==> src/rtl/gh_pkg.sv <==
package gh_pkg;

  typedef enum logic [1:0] {
    CTR_SNT = 2'b00,
    CTR_WNT = 2'b01,
    CTR_WT  = 2'b10,
    CTR_STT = 2'b11
  } ctr_e;

  typedef enum logic {
    IDX_CONCAT = 1'b0,
    IDX_XOR    = 1'b1
  } idx_mode_e;

  // saturating step of a two-bit direction counter
  function automatic ctr_e ctr_step(ctr_e cur, logic tk);
    ctr_e nxt;
    case (cur)
      CTR_SNT: nxt = tk ? CTR_WNT : CTR_SNT;
      CTR_WNT: nxt = tk ? CTR_WT  : CTR_SNT;
      CTR_WT:  nxt = tk ? CTR_STT : CTR_WNT;
      default: nxt = tk ? CTR_STT : CTR_WT;
    endcase
    return nxt;
  endfunction

  function automatic logic ctr_taken(ctr_e c);
    return (c == CTR_WT) || (c == CTR_STT);
  endfunction

  function automatic int unsigned idx_width(idx_mode_e m, int unsigned b, int unsigned r);
    return (m == IDX_CONCAT) ? (b + r) : b;
  endfunction

endpackage

==> src/rtl/gh_index_fn.sv <==
module gh_index_fn
  import gh_pkg::*;
#(
  parameter idx_mode_e   MODE = IDX_CONCAT,
  parameter int unsigned B    = 4,
  parameter int unsigned R    = 3,
  localparam int unsigned IW  = idx_width(MODE, B, R)
) (
  input  logic [B-1:0]  addr,
  input  logic [R-1:0]  hist,
  output logic [IW-1:0] idx
);

  generate
    if (MODE == IDX_CONCAT) begin : g_cat
      assign idx = {addr, hist};
    end else begin : g_xor
      logic [B-1:0] hist_al;
      assign hist_al = B'(hist);
      assign idx     = addr ^ hist_al;
    end
  endgenerate

endmodule

==> src/rtl/gh_hist_reg.sv <==
module gh_hist_reg #(
  parameter int unsigned R = 3
) (
  input  logic         clk,
  input  logic         rst,
  input  logic         shift_en,
  input  logic         bit_in,
  output logic [R-1:0] hist_q
);

  logic [R-1:0] hist_nxt;

  generate
    if (R == 1) begin : g_one
      assign hist_nxt = bit_in;
    end else begin : g_many
      assign hist_nxt = {hist_q[R-2:0], bit_in};
    end
  endgenerate

  always_ff @(posedge clk) begin
    if (rst) begin
      hist_q <= '0;
    end else if (shift_en) begin
      hist_q <= hist_nxt;
    end
  end

endmodule

==> src/rtl/gh_ctr_table.sv <==
module gh_ctr_table
  import gh_pkg::*;
#(
  parameter int unsigned IW    = 7,
  localparam int unsigned DEPTH = 1 << IW
) (
  input  logic          clk,
  input  logic          rst,
  input  logic [IW-1:0] rd_idx,
  output logic          rd_taken,
  input  logic          wr_en,
  input  logic [IW-1:0] wr_idx,
  input  logic          wr_taken
);

  ctr_e ctr_q [DEPTH];

  always_ff @(posedge clk) begin
    if (rst) begin
      for (int i = 0; i < int'(DEPTH); i++) begin
        ctr_q[i] <= CTR_WNT;
      end
    end else if (wr_en) begin
      ctr_q[wr_idx] <= ctr_step(ctr_q[wr_idx], wr_taken);
    end
  end

  assign rd_taken = ctr_taken(ctr_q[rd_idx]);

endmodule

==> src/rtl/gh_corr_predictor.sv <==
module gh_corr_predictor
  import gh_pkg::*;
#(
  parameter idx_mode_e   MODE   = IDX_CONCAT,
  parameter int unsigned IDX_B  = 4,
  parameter int unsigned HIST_R = 3,
  localparam int unsigned IW    = idx_width(MODE, IDX_B, HIST_R)
) (
  input  logic              clk,
  input  logic              rst,
  input  logic              lk_valid,
  output logic              lk_ready,
  input  logic [IDX_B-1:0]  lk_addr,
  output logic              pr_valid,
  input  logic              pr_ready,
  output logic              pr_taken,
  output logic [HIST_R-1:0] pr_hist,
  input  logic              rs_valid,
  output logic              rs_ready,
  input  logic [IDX_B-1:0]  rs_addr,
  input  logic [HIST_R-1:0] rs_hist,
  input  logic              rs_taken
);

  logic [HIST_R-1:0] hist_q;
  logic [IW-1:0]     lk_idx;
  logic [IW-1:0]     rs_idx;
  logic              lk_pred;
  logic              lk_fire;
  logic              rsp_vld_q;
  logic              rsp_tk_q;
  logic [HIST_R-1:0] rsp_hist_q;

  gh_hist_reg #(.R(HIST_R)) u_hist (
    .clk      (clk),
    .rst      (rst),
    .shift_en (rs_valid),
    .bit_in   (rs_taken),
    .hist_q   (hist_q)
  );

  // lookup index uses the live history, resolve uses the carried one
  gh_index_fn #(.MODE(MODE), .B(IDX_B), .R(HIST_R)) u_lk_idx (
    .addr (lk_addr),
    .hist (hist_q),
    .idx  (lk_idx)
  );

  gh_index_fn #(.MODE(MODE), .B(IDX_B), .R(HIST_R)) u_rs_idx (
    .addr (rs_addr),
    .hist (rs_hist),
    .idx  (rs_idx)
  );

  gh_ctr_table #(.IW(IW)) u_tbl (
    .clk      (clk),
    .rst      (rst),
    .rd_idx   (lk_idx),
    .rd_taken (lk_pred),
    .wr_en    (rs_valid),
    .wr_idx   (rs_idx),
    .wr_taken (rs_taken)
  );

  assign lk_ready = !rsp_vld_q || pr_ready;
  assign lk_fire  = lk_valid && lk_ready;
  assign rs_ready = 1'b1;

  always_ff @(posedge clk) begin
    if (rst) begin
      rsp_vld_q  <= 1'b0;
      rsp_tk_q   <= 1'b0;
      rsp_hist_q <= '0;
    end else if (lk_fire) begin
      rsp_vld_q  <= 1'b1;
      rsp_tk_q   <= lk_pred;
      rsp_hist_q <= hist_q;
    end else if (pr_ready) begin
      rsp_vld_q  <= 1'b0;
    end
  end

  assign pr_valid = rsp_vld_q;
  assign pr_taken = rsp_tk_q;
  assign pr_hist  = rsp_hist_q;

endmodule

==> config.mk <==
export PLATFORM = sky130hd
export DESIGN_NAME = gh_corr_predictor
export DESIGN_NICKNAME = d
export VERILOG_FILES = /design/src/rtl/gh_pkg.sv /design/src/rtl/gh_index_fn.sv /design/src/rtl/gh_hist_reg.sv /design/src/rtl/gh_ctr_table.sv /design/src/rtl/gh_corr_predictor.sv
export SDC_FILE = /design/constraint.sdc
export NUM_CORES = 1
export LEC_CHECK = 0
export BUFFER_PORTS_ARGS = -buffer_cell sky130_fd_sc_hd__buf_2
export CAP_MARGIN = 30
export CORE_MARGIN = 5
export CORE_UTILIZATION = 35
export DETAILED_ROUTE_END_ITERATION = 12
export PLACE_DENSITY = 0.48
export SLEW_MARGIN = 20
export SYNTH_ARGS = -nofsm -noshare
export SYNTH_HDL_FRONTEND = slang
export SYNTH_SLANG_ARGS = --single-unit
==> constraint.sdc <==
create_clock -name clk -period 9.6 [get_ports clk]
set_input_delay 1.92 -clock clk [delete_from_list [all_inputs] [get_ports clk]]
set_output_delay 1.92 -clock clk [all_outputs]
set_load 0.05 [all_outputs]
After elaboration in Yosys (flattened, before gate mapping)

Memory sizes are Yosys's and may differ from the RTL's.
Cells that the tools add are included.

Equality and inequality tests: 4
Multiplexer cells: 17
Reduce and logical (&&, ||, !) cells: 7

Operators with widths:

| cell                                                 | number |
|---|---|
| two-way mux 1 bit                                    | 10 |
| two-way mux 2 bit                                    | 5 |
| two-way mux 7 bit                                    | 1 |
| equality test 2 bit (second input constant)          | 3 |
| one-hot mux 2 bit (3 select lines)                   | 1 |
| equality test 2 x 1 -> 1 bit (second input constant) | 1 |
| zero test 2 bit                                      | 1 |
| logical OR 1 bit                                     | 2 |
| nonzero test 2 bit                                   | 1 |
| OR reduction 2 bit                                   | 1 |
| logical AND 1 bit                                    | 1 |
| zero test 1 bit                                      | 1 |

Input port bits: 17
Flip-flop bits (word level): 8
RAM bits: 256
Memories kept: 1
Output and inout bits: 7
Logic and storage cells: 33

Memory list:

| memory      | depth | bits a word | read ports | clocked after Yosys merged registers in | write ports | line               | RTL |
|---|---|---|---|---|---|---|---|
| u_tbl.ctr_q | 128   | 2           | 2          | 0                                       | 128         | gh_ctr_table.sv:16 | `ctr_e ctr_q [DEPTH];` |

Longest topological paths before layout

Gate-level depths: netlist (run 1).
An unclocked memory read counts as a cell.

Depth in word-level cells: 6
Gate-level depth with buffers: 12

Hierarchy

From an unflattened synthesis (run 1), not the netlist that was laid out.

Cells, all modules: 1,280
Area total of the unflattened synthesis: 15,058.2 µm²

Modules (own cells, without submodules):

| module            | instances | area each (µm²) | cells an instance | sequential area each (µm²) |
|---|---|---|---|---|
| gh_ctr_table      | 1         | 14,622.8        | 1,233             | 7,687.4 |
| gh_corr_predictor | 1         | 229.0           | 24                | 100.1 |
| gh_index_fn       | 2         | 52.6            | 7                 | 0.0 |
| gh_hist_reg       | 1         | 101.3           | 9                 | 60.1 |

Worst setup path before layout (run 1)

OpenSTA, ideal clock, no wires.

Kind: in2out
Start point: in pr_ready
End point: out lk_ready
Required time: 7,680 ps
Setup slack: 5,091 ps
Path buffers: 1
Arrival: 2,589 ps
Stages on the path: 2
Cell sequence: nand2b_1 -> clkbuf_1

Word-level cells in the longest chain between the ends: 1

Ends and longest elaborated chain:

| item             | line                    | RTL |
|---|---|---|
| start, declared  | gh_corr_predictor.sv:15 | `input logic pr_ready,` |
| logical OR 1 bit | gh_corr_predictor.sv:65 | `assign lk_ready = !rsp_vld_q \|\| pr_ready;` |
| end, declared    | gh_corr_predictor.sv:12 | `output logic lk_ready,` |

No other way between the ends.

==> run metrics, run 1 <==
worst-margin pin slew=1035 ps; Post-synth EDFFs=256; initial antenna violation count=1; Max Cap Viol=0; Slew Limit Fails=0; area fraction of the dominant cell type after synthesis=47.91%; clk_skew=13.85 ps; flops & latches, synth=264; relative slew slack=31.01%; gpl congestion=0.8626; CP startpoint kind=primary input; Fillers=4371; cells after synthesis=1311; Max Clk Rate=161.4 MHz; Worst Path Arrival=6410 ps; cell accounting for the most synthesized area=edfxtp_1; Core Region=45380 um2; Total Power=2.974 mW; Adder-Cell Fraction of Synth Area=0%; global-route wire length before repair=79.60 mm; Required @ worst endpoint=9820 ps; syn nets=1328; Max FO, Critical Path=53; Synth Warn #=0; Async S/R FF share, synth=0%; Starting Density=35.36%; Die X=224.1 um; hold-fix buffer count after cts=0; Peak VDD IR=0.0001184 V; post-synth cell types=58; Antenna Nets Post-Route=0; die height=224.1 um; DRT Wirelength=54.40 mm; mux cell area share after synthesis=13.03%; Layout area overhead=8.765%; RSZ-0062 raised after global routing=false; R2R Setup Slk=5430 ps; WL/cell=29.23 um; delay-heaviest family, CP=buffers and inverters; setup TNS=0 ps; cell mode on critical path=buf_4; Nets=1252; H-tree levels=2; CP Cell Sequence=buf_2 -> buf_4 -> mux4_2 -> nor2_1 -> o41ai_1 -> a311oi_1 -> a311oi_2 -> nor3_2 -> buf_4 -> buf_4 -> a2111oi_0; CTS tree=built; post-CTS setup buffers=0; Final Instance Area=17450 um2; layout cells sized above 1=35.63%; CTS buffer count=34; largest family of logic cells by synthesized area=compound AO/OA/AOI/OAI gates; status=completed; Leak Pwr=4.879 nW; worst setup margin=3404 ps; clock-pin slew on the worst setup and hold paths=50 ps; most common cell after layout, fill and taps aside=edfxtp_1; Simple-Gate Fraction of Synth Area=15.39%; total number of vias=11562; CP Class=primary input to register; drc violations=0; io pins=24; Worst-Skew Late Latency=540 ps; Worst Path Buf+Inv=4; most frequent cells in the layout=edfxtp_1, nor2_1, nand3_1; router iterations before antenna repair=5; HP Class=register to register; xor and xnor area share after synthesis=0%; vias per std cell=6.213; Overflow after GRT=0; vias in the first global route=11481; GRT Total Usage=21.17%; fin crit share=64.54%; crit path capture type=register; count of buffers from port buffering=22; largest net degree at the start of global routing=84; post-synthesis cell area=16050 um2; Starting DRT DRC Count=1098; largest cells by area after synthesis=edfxtp_1, a2111oi_2, mux4_2, or2_2, nand3_1; min Tclk post-route=6196 ps; mean area per synthesized cell=12.24 um2; # setup viols final=0; Slowest-stage cell, CP=buf_4; row count=78; CTS root buf=clkbuf_16; CTS Sinks=264; slowest stage delay, CP=810 ps; Synth Flop Type=edfxtp_1; Placed Area=16370 um2; Synth Area in Compound Gates=16.87%; pre-CTS setup slack=2950 ps; hpwl dp=33.13 mm; Power Density=170.4 nW/um2; Clock Tree Buf Depth=3; DIE AREA=50230 um2; post_cts resized=0; Final Hold Vio Count=0; Seq/Total Area, Yosys=48.91%
[state kept, by name (all words and copies together), names as in the netlist]
register,cells
pr_hist,3
u_tbl.ctr_q,256
u_hist.hist_q,3
pr_valid,1
pr_taken,1
[per-layer routing]
metal | vias up | share of wire (%) | track usage (%)
li1 | 5017 | - | -
met1 | 5977 | 41 | 28.51
met2 | 467 | 48 | 34.19
met3 | 101 | 7.2 | 3.892
met4 | 0 | 3.5 | 8.024
met5 | - | 0 | 0
[logic make-up (layout without fill, tap and decap cells)]
kind of cell    Yosys count  in the layout
flops                   264            264
simple gates            497            497
buf+inv                 177            126
compound gates          243            243
other cells               1              2
mux                     129            129
[worst register-to-register path, cell delays in order (launching register included)]
cell and delay, ps:
edfxtp_1 430, mux2_2 280, a22oi_1 140, o221ai_1 340, a311oi_1 690, a311oi_2 230, nor3_2 270, buf_4 440
buf_4 820, a2111oi_0 210
[area by class of cell]
class                      instances  area (um2)  share of cell area [%]
antenna                            1       2.502                 0.01434
multi-input combinational        870        7332                   42.01
inverter                          11       46.29                  0.2653
sequential                       264        7850                   44.98
tap                              600       750.7                   4.302
timing repair buffer              54       394.1                   2.258
clock buffer                      45       975.9                   5.592
clock inverter                    16       100.1                  0.5736
[cells in the mapped netlist (9+ instances only)]
library cell and n:
edfxtp_1 256, nand3_1 144, nor2_1 140, or2_2 127
a2111oi_2 115, clkbuf_1 72, mux4_2 61, nand2_1 47
buf_2 42, mux2i_1 39, mux2_2 28, buf_4 20
a22oi_1 18, buf_6 18, a21oi_1 17, a221oi_1 15
buf_1 14, inv_1 10, a211oi_1 9, o2bb2ai_1 9
[power breakdown]
group,switching (mW),leakage (nW),internal [mW],total [mW]
registers,0.0177,2.35,1.29,1.31
logic,0.319,1.99,0.105,0.423
clock network,0.504,0.532,0.740,1.24
[stage by stage]
stage	util [%]	hold WS, ps	std cells
after global placement	35.99	443.5	1797
after CTS	38.45	459.0	1860
final	38.46	456.3	1861
after detailed placement	36.08	451.3	1799
after floorplan	-	671.3	1311
after global routing	38.45	477.8	1860
[path summary, 6_finish.rpt]
kind / cells past startpoint / start / end
worst min register to register: 2 / pr_hist[0] / pr_hist[0]
worst max register to register: 9 / u_tbl.ctr_q[97][1] / u_tbl.ctr_q[2][1]
worst min-delay path: 2 / pr_hist[0] / pr_hist[0]
worst max-delay path: 11 / rs_hist[0] / u_tbl.ctr_q[2][1]
No activity file was read; power rests on OpenSTA's default activity.
==> run 2: changes to the inputs <==
==> constraint.sdc (replaced) <==
create_clock -name clk -period 6.5 [get_ports clk]
set_input_delay 1.3 -clock clk [delete_from_list [all_inputs] [get_ports clk]]
set_output_delay 1.3 -clock clk [all_outputs]
set_load 0.05 [all_outputs]
==> run metrics, run 2 (synthesis results as in run 1) <==
status=completed; Reg with most FFs=u_tbl.ctr_q; area of the multi-input gates=7332 um2; clk_skew=25.61 ps; post-route insts no fill=1876; Starting DRT DRC Count=1104; Peak VDD IR=0.0002817 V; Reg area=7850 um2; DRT Wirelength=54.91 mm; worst setup margin=1960 ps; Slew Limit Fails=0; max reg flops=256; hpwl dp=34.48 mm; Leak Pwr=5.043 nW; GRT Total Usage=21.45%; Layout area overhead=10.85%; DIE AREA=50230 um2; CTS tree=built; pre-CTS setup slack=1453 ps; Power Density=253.5 nW/um2; vias in the first global route=11468; crit path capture type=register; fin crit share=69.85%; die height=224.1 um; global-route wire length before repair=81.62 mm; gpl congestion=0.8572; Max FO, Critical Path=38; Worst Path Arrival=4910 ps; Nets=1268; worst-margin pin slew=982.8 ps; Clock Tree Buf Depth=3; drc violations=0; count of buffers from port buffering=22; Max Cap Viol=0; # setup viols final=0; CP Class=primary input to register; Fillers=4260; most frequent cells in the layout=edfxtp_1, nor2_1, nand3_1; largest net degree at the start of global routing=90; Placed Cells incl. Taps=1816; Antenna Nets Post-Route=0; router iterations before antenna repair=5; hold-fix buffer count after cts=0; CTS root buf=clkbuf_16; CTS buffer count=31; Starting Density=35.36%; Max Clk Rate=220.3 MHz; clock-pin slew on the worst setup and hold paths=50 ps; Core Region=45380 um2; CP startpoint kind=primary input; most common cell after layout, fill and taps aside=edfxtp_1; Overflow after GRT=0; min Tclk post-route=4540 ps; Worst-Skew Late Latency=580 ps; total number of vias=11640; RSZ-0062 raised after global routing=false; WL/cell=29.27 um; hold slack final=459.6 ps; initial antenna violation count=1; post-CTS setup buffers=0; relative slew slack=34.48%; layout cells sized above 1=36.55%; row count=78; Die X=224.1 um; io pins=24; vias per std cell=6.205; setup TNS=0 ps; Final Hold Vio Count=0; HP Class=register to register; H-tree levels=1; Required @ worst endpoint=6870 ps; post_cts resized=0; CTS Sinks=264
[run 2: critical path, stage by stage]
cell,delay [ps]
buf_4,490
and2_1,620
o2bb2ai_1,190
a221oi_1,150
a311o_1,360
a311oi_2,660
o21ai_4,260
buf_4,350
a2111oi_2,430
[run 2: routing by layer]
layer	up-vias	global-route usage, %	share of wire (%)
li1	5048	-	-
met1	6127	30.96	44
met2	392	34.60	48
met3	73	2.608	5.6
met4	0	5.296	2.2
met5	-	0	0
[run 2: path summary, 6_finish.rpt]
| path | from | endpoint | slack, ps | cells past startpoint |
|---|---|---|---|---|
| setup reg to reg | u_tbl.ctr_q[97][1] | u_tbl.ctr_q[8][1] | 3170 | 9 |
| setup / recovery | rs_hist[1] | u_tbl.ctr_q[8][1] | 1960 | 9 |
| hold / removal | pr_hist[2] | pr_hist[2] | 460 | 2 |
| hold reg to reg | pr_hist[2] | pr_hist[2] | 460 | 2 |
[run 2: power breakdown]
part / internal [mW] / switching (mW) / leakage, nW
clock network: 1.18 / 0.730 / 0.541
registers: 1.90 / 0.0295 / 2.35
logic: 0.188 / 0.476 / 2.15
[run 2: area by class of cell]
cell class | instances | share of cell area [%]
flip-flops and latches | 264 | 44.14
multi-input cells | 870 | 41.22
clock buffers | 35 | 4.446
well taps | 600 | 4.221
repair buffers | 73 | 3.996
clock inverters | 22 | 1.702
inverters | 11 | 0.2603
diodes | 1 | 0.01407
[run 2: through the flow]
| stage | utilization [%] | total power [mW] | instance area, um2 |
|---|---|---|---|
| after floorplan | - | 2.405 | 16050 |
| after global placement | 36.61 | 2.625 | 16610 |
| after detailed placement | 36.68 | 2.625 | 16650 |
| after CTS | 39.09 | 4.531 | 17740 |
| after global routing | 39.19 | 4.631 | 17790 |
| final | 39.19 | 4.509 | 17790 |
==> run 3: changes to the inputs <==
==> constraint.sdc (replaced) <==
create_clock -name clk -period 4.3 [get_ports clk]
set_input_delay 0.86 -clock clk [delete_from_list [all_inputs] [get_ports clk]]
set_output_delay 0.86 -clock clk [all_outputs]
set_load 0.05 [all_outputs]
==> run metrics, run 3 (synthesis results as in run 1) <==
CP Class=primary input to register; Max Clk Rate=276.0 MHz; Nets=1318; DRT Wirelength=54.04 mm; vias per std cell=6.141; clock-pin slew on the worst setup and hold paths=60 ps; Max FO, Critical Path=25; drc violations=0; hpwl dp=35.50 mm; Peak VDD IR=0.0003151 V; Antenna Nets Post-Route=0; DIE AREA=50230 um2; min Tclk post-route=3623 ps; RSZ-0062 raised after global routing=false; CTS tree=built; Core Region=45380 um2; Overflow after GRT=0; Fillers=4327; # setup viols final=0; Die X=224.1 um; io pins=24; post-route insts no fill=1926; R2R Setup Slk=1100 ps; R2R Path Start=u_hist.hist_q[1]; relative slew slack=39.40%; GRT Total Usage=21.18%; most common cell after layout, fill and taps aside=edfxtp_1; layout cells sized above 1=38.79%; WL/cell=28.06 um; Leak Pwr=5.278 nW; hold slack final=452.0 ps; post_cts resized=0; hold-fix buffer count after cts=0; worst-margin pin slew=906.4 ps; post-CTS setup buffers=0; vias in the first global route=11714; Starting DRT DRC Count=1099; Required @ worst endpoint=4660 ps; CP startpoint kind=primary input; Total Power=6.715 mW; worst hold start=pr_hist[1]; clk_skew=25.54 ps; Clock Tree Buf Depth=3; Max Cap Viol=0; CTS root buf=clkbuf_16; router iterations before antenna repair=5; Slew Limit Fails=0; Final Hold Vio Count=0; initial antenna violation count=1; die height=224.1 um; gpl congestion=0.8432; crit path from=rs_hist[2]; global-route wire length before repair=81.14 mm; Power Density=369.1 nW/um2; fin crit share=84.25%; setup TNS=0 ps; Placed Cells incl. Taps=1868; total number of vias=11827; count of buffers from port buffering=22; Worst-Skew Late Latency=590 ps; Worst Path Arrival=3980 ps; status=completed; most frequent cells in the layout=edfxtp_1, nor2_1, nand3_1; Reg with most FFs=u_tbl.ctr_q; H-tree levels=1; Starting Density=35.36%; crit path capture type=register; CTS buffer count=31; largest net degree at the start of global routing=76; HP Class=register to register; row count=78; Layout area overhead=13.39%; CTS Sinks=264; max reg flops=256
## run 3: layout make-up
type / instances / area (um2) / share of cell area, %
Inverter: 11 / 46.29 / 0.2545
Timing Repair Buffer: 123 / 1189 / 6.533
Antenna cell: 1 / 2.502 / 0.01375
Clock inverter: 16 / 180.2 / 0.9903
Multi-Input combinational cell: 870 / 7332 / 40.30
Tap cell: 600 / 750.7 / 4.126
Clock buffer: 41 / 843.3 / 4.635
Sequential cell: 264 / 7850 / 43.15
## run 3: worst paths after layout
kind,endpoint,depth (start not counted)
hold reg to reg,pr_hist[1],2
setup reg to reg,pr_taken,6
hold / removal,pr_hist[1],2
setup / recovery,u_tbl.ctr_q[5][1],11
## run 3: worst max-delay path, cell delays in order
cell and delay [ps]:
buf_4 310, nor2b_1 250, buf_4 220, a22oi_1 100, o221ai_1 450, a311oi_1 200, a311oi_2 650, nor3_2 130
buf_4 200, buf_12 170, a2111oi_0 400
## run 3: metrics by stage
stage / setup slack (ps) / util [%] / instance area, um2
after floorplan: 941.5 / - / 16050
after global placement: 98.60 / 37.83 / 17170
after detailed placement: 130.3 / 37.83 / 17170
after CTS: 723.1 / 40.09 / 18190
after global routing: 375.1 / 40.09 / 18190
final: 677.2 / 40.09 / 18190
## run 3: where the power goes
group / switching, mW / internal, mW
clock: 1.09 / 1.61
combinational: 0.734 / 0.363
sequential: 0.0430 / 2.88
total: 1.87 / 4.85
## run 3: layer usage
metal	GRT usage, %	part of all wire, %	up-vias	wire length (um)
met5	0	0	-	0
met4	5.277	2.5	0	1343
met3	2.660	5.6	81	3017
met2	34.25	48	454	25800
met1	30.45	44	6141	23880
li1	-	-	5151	-
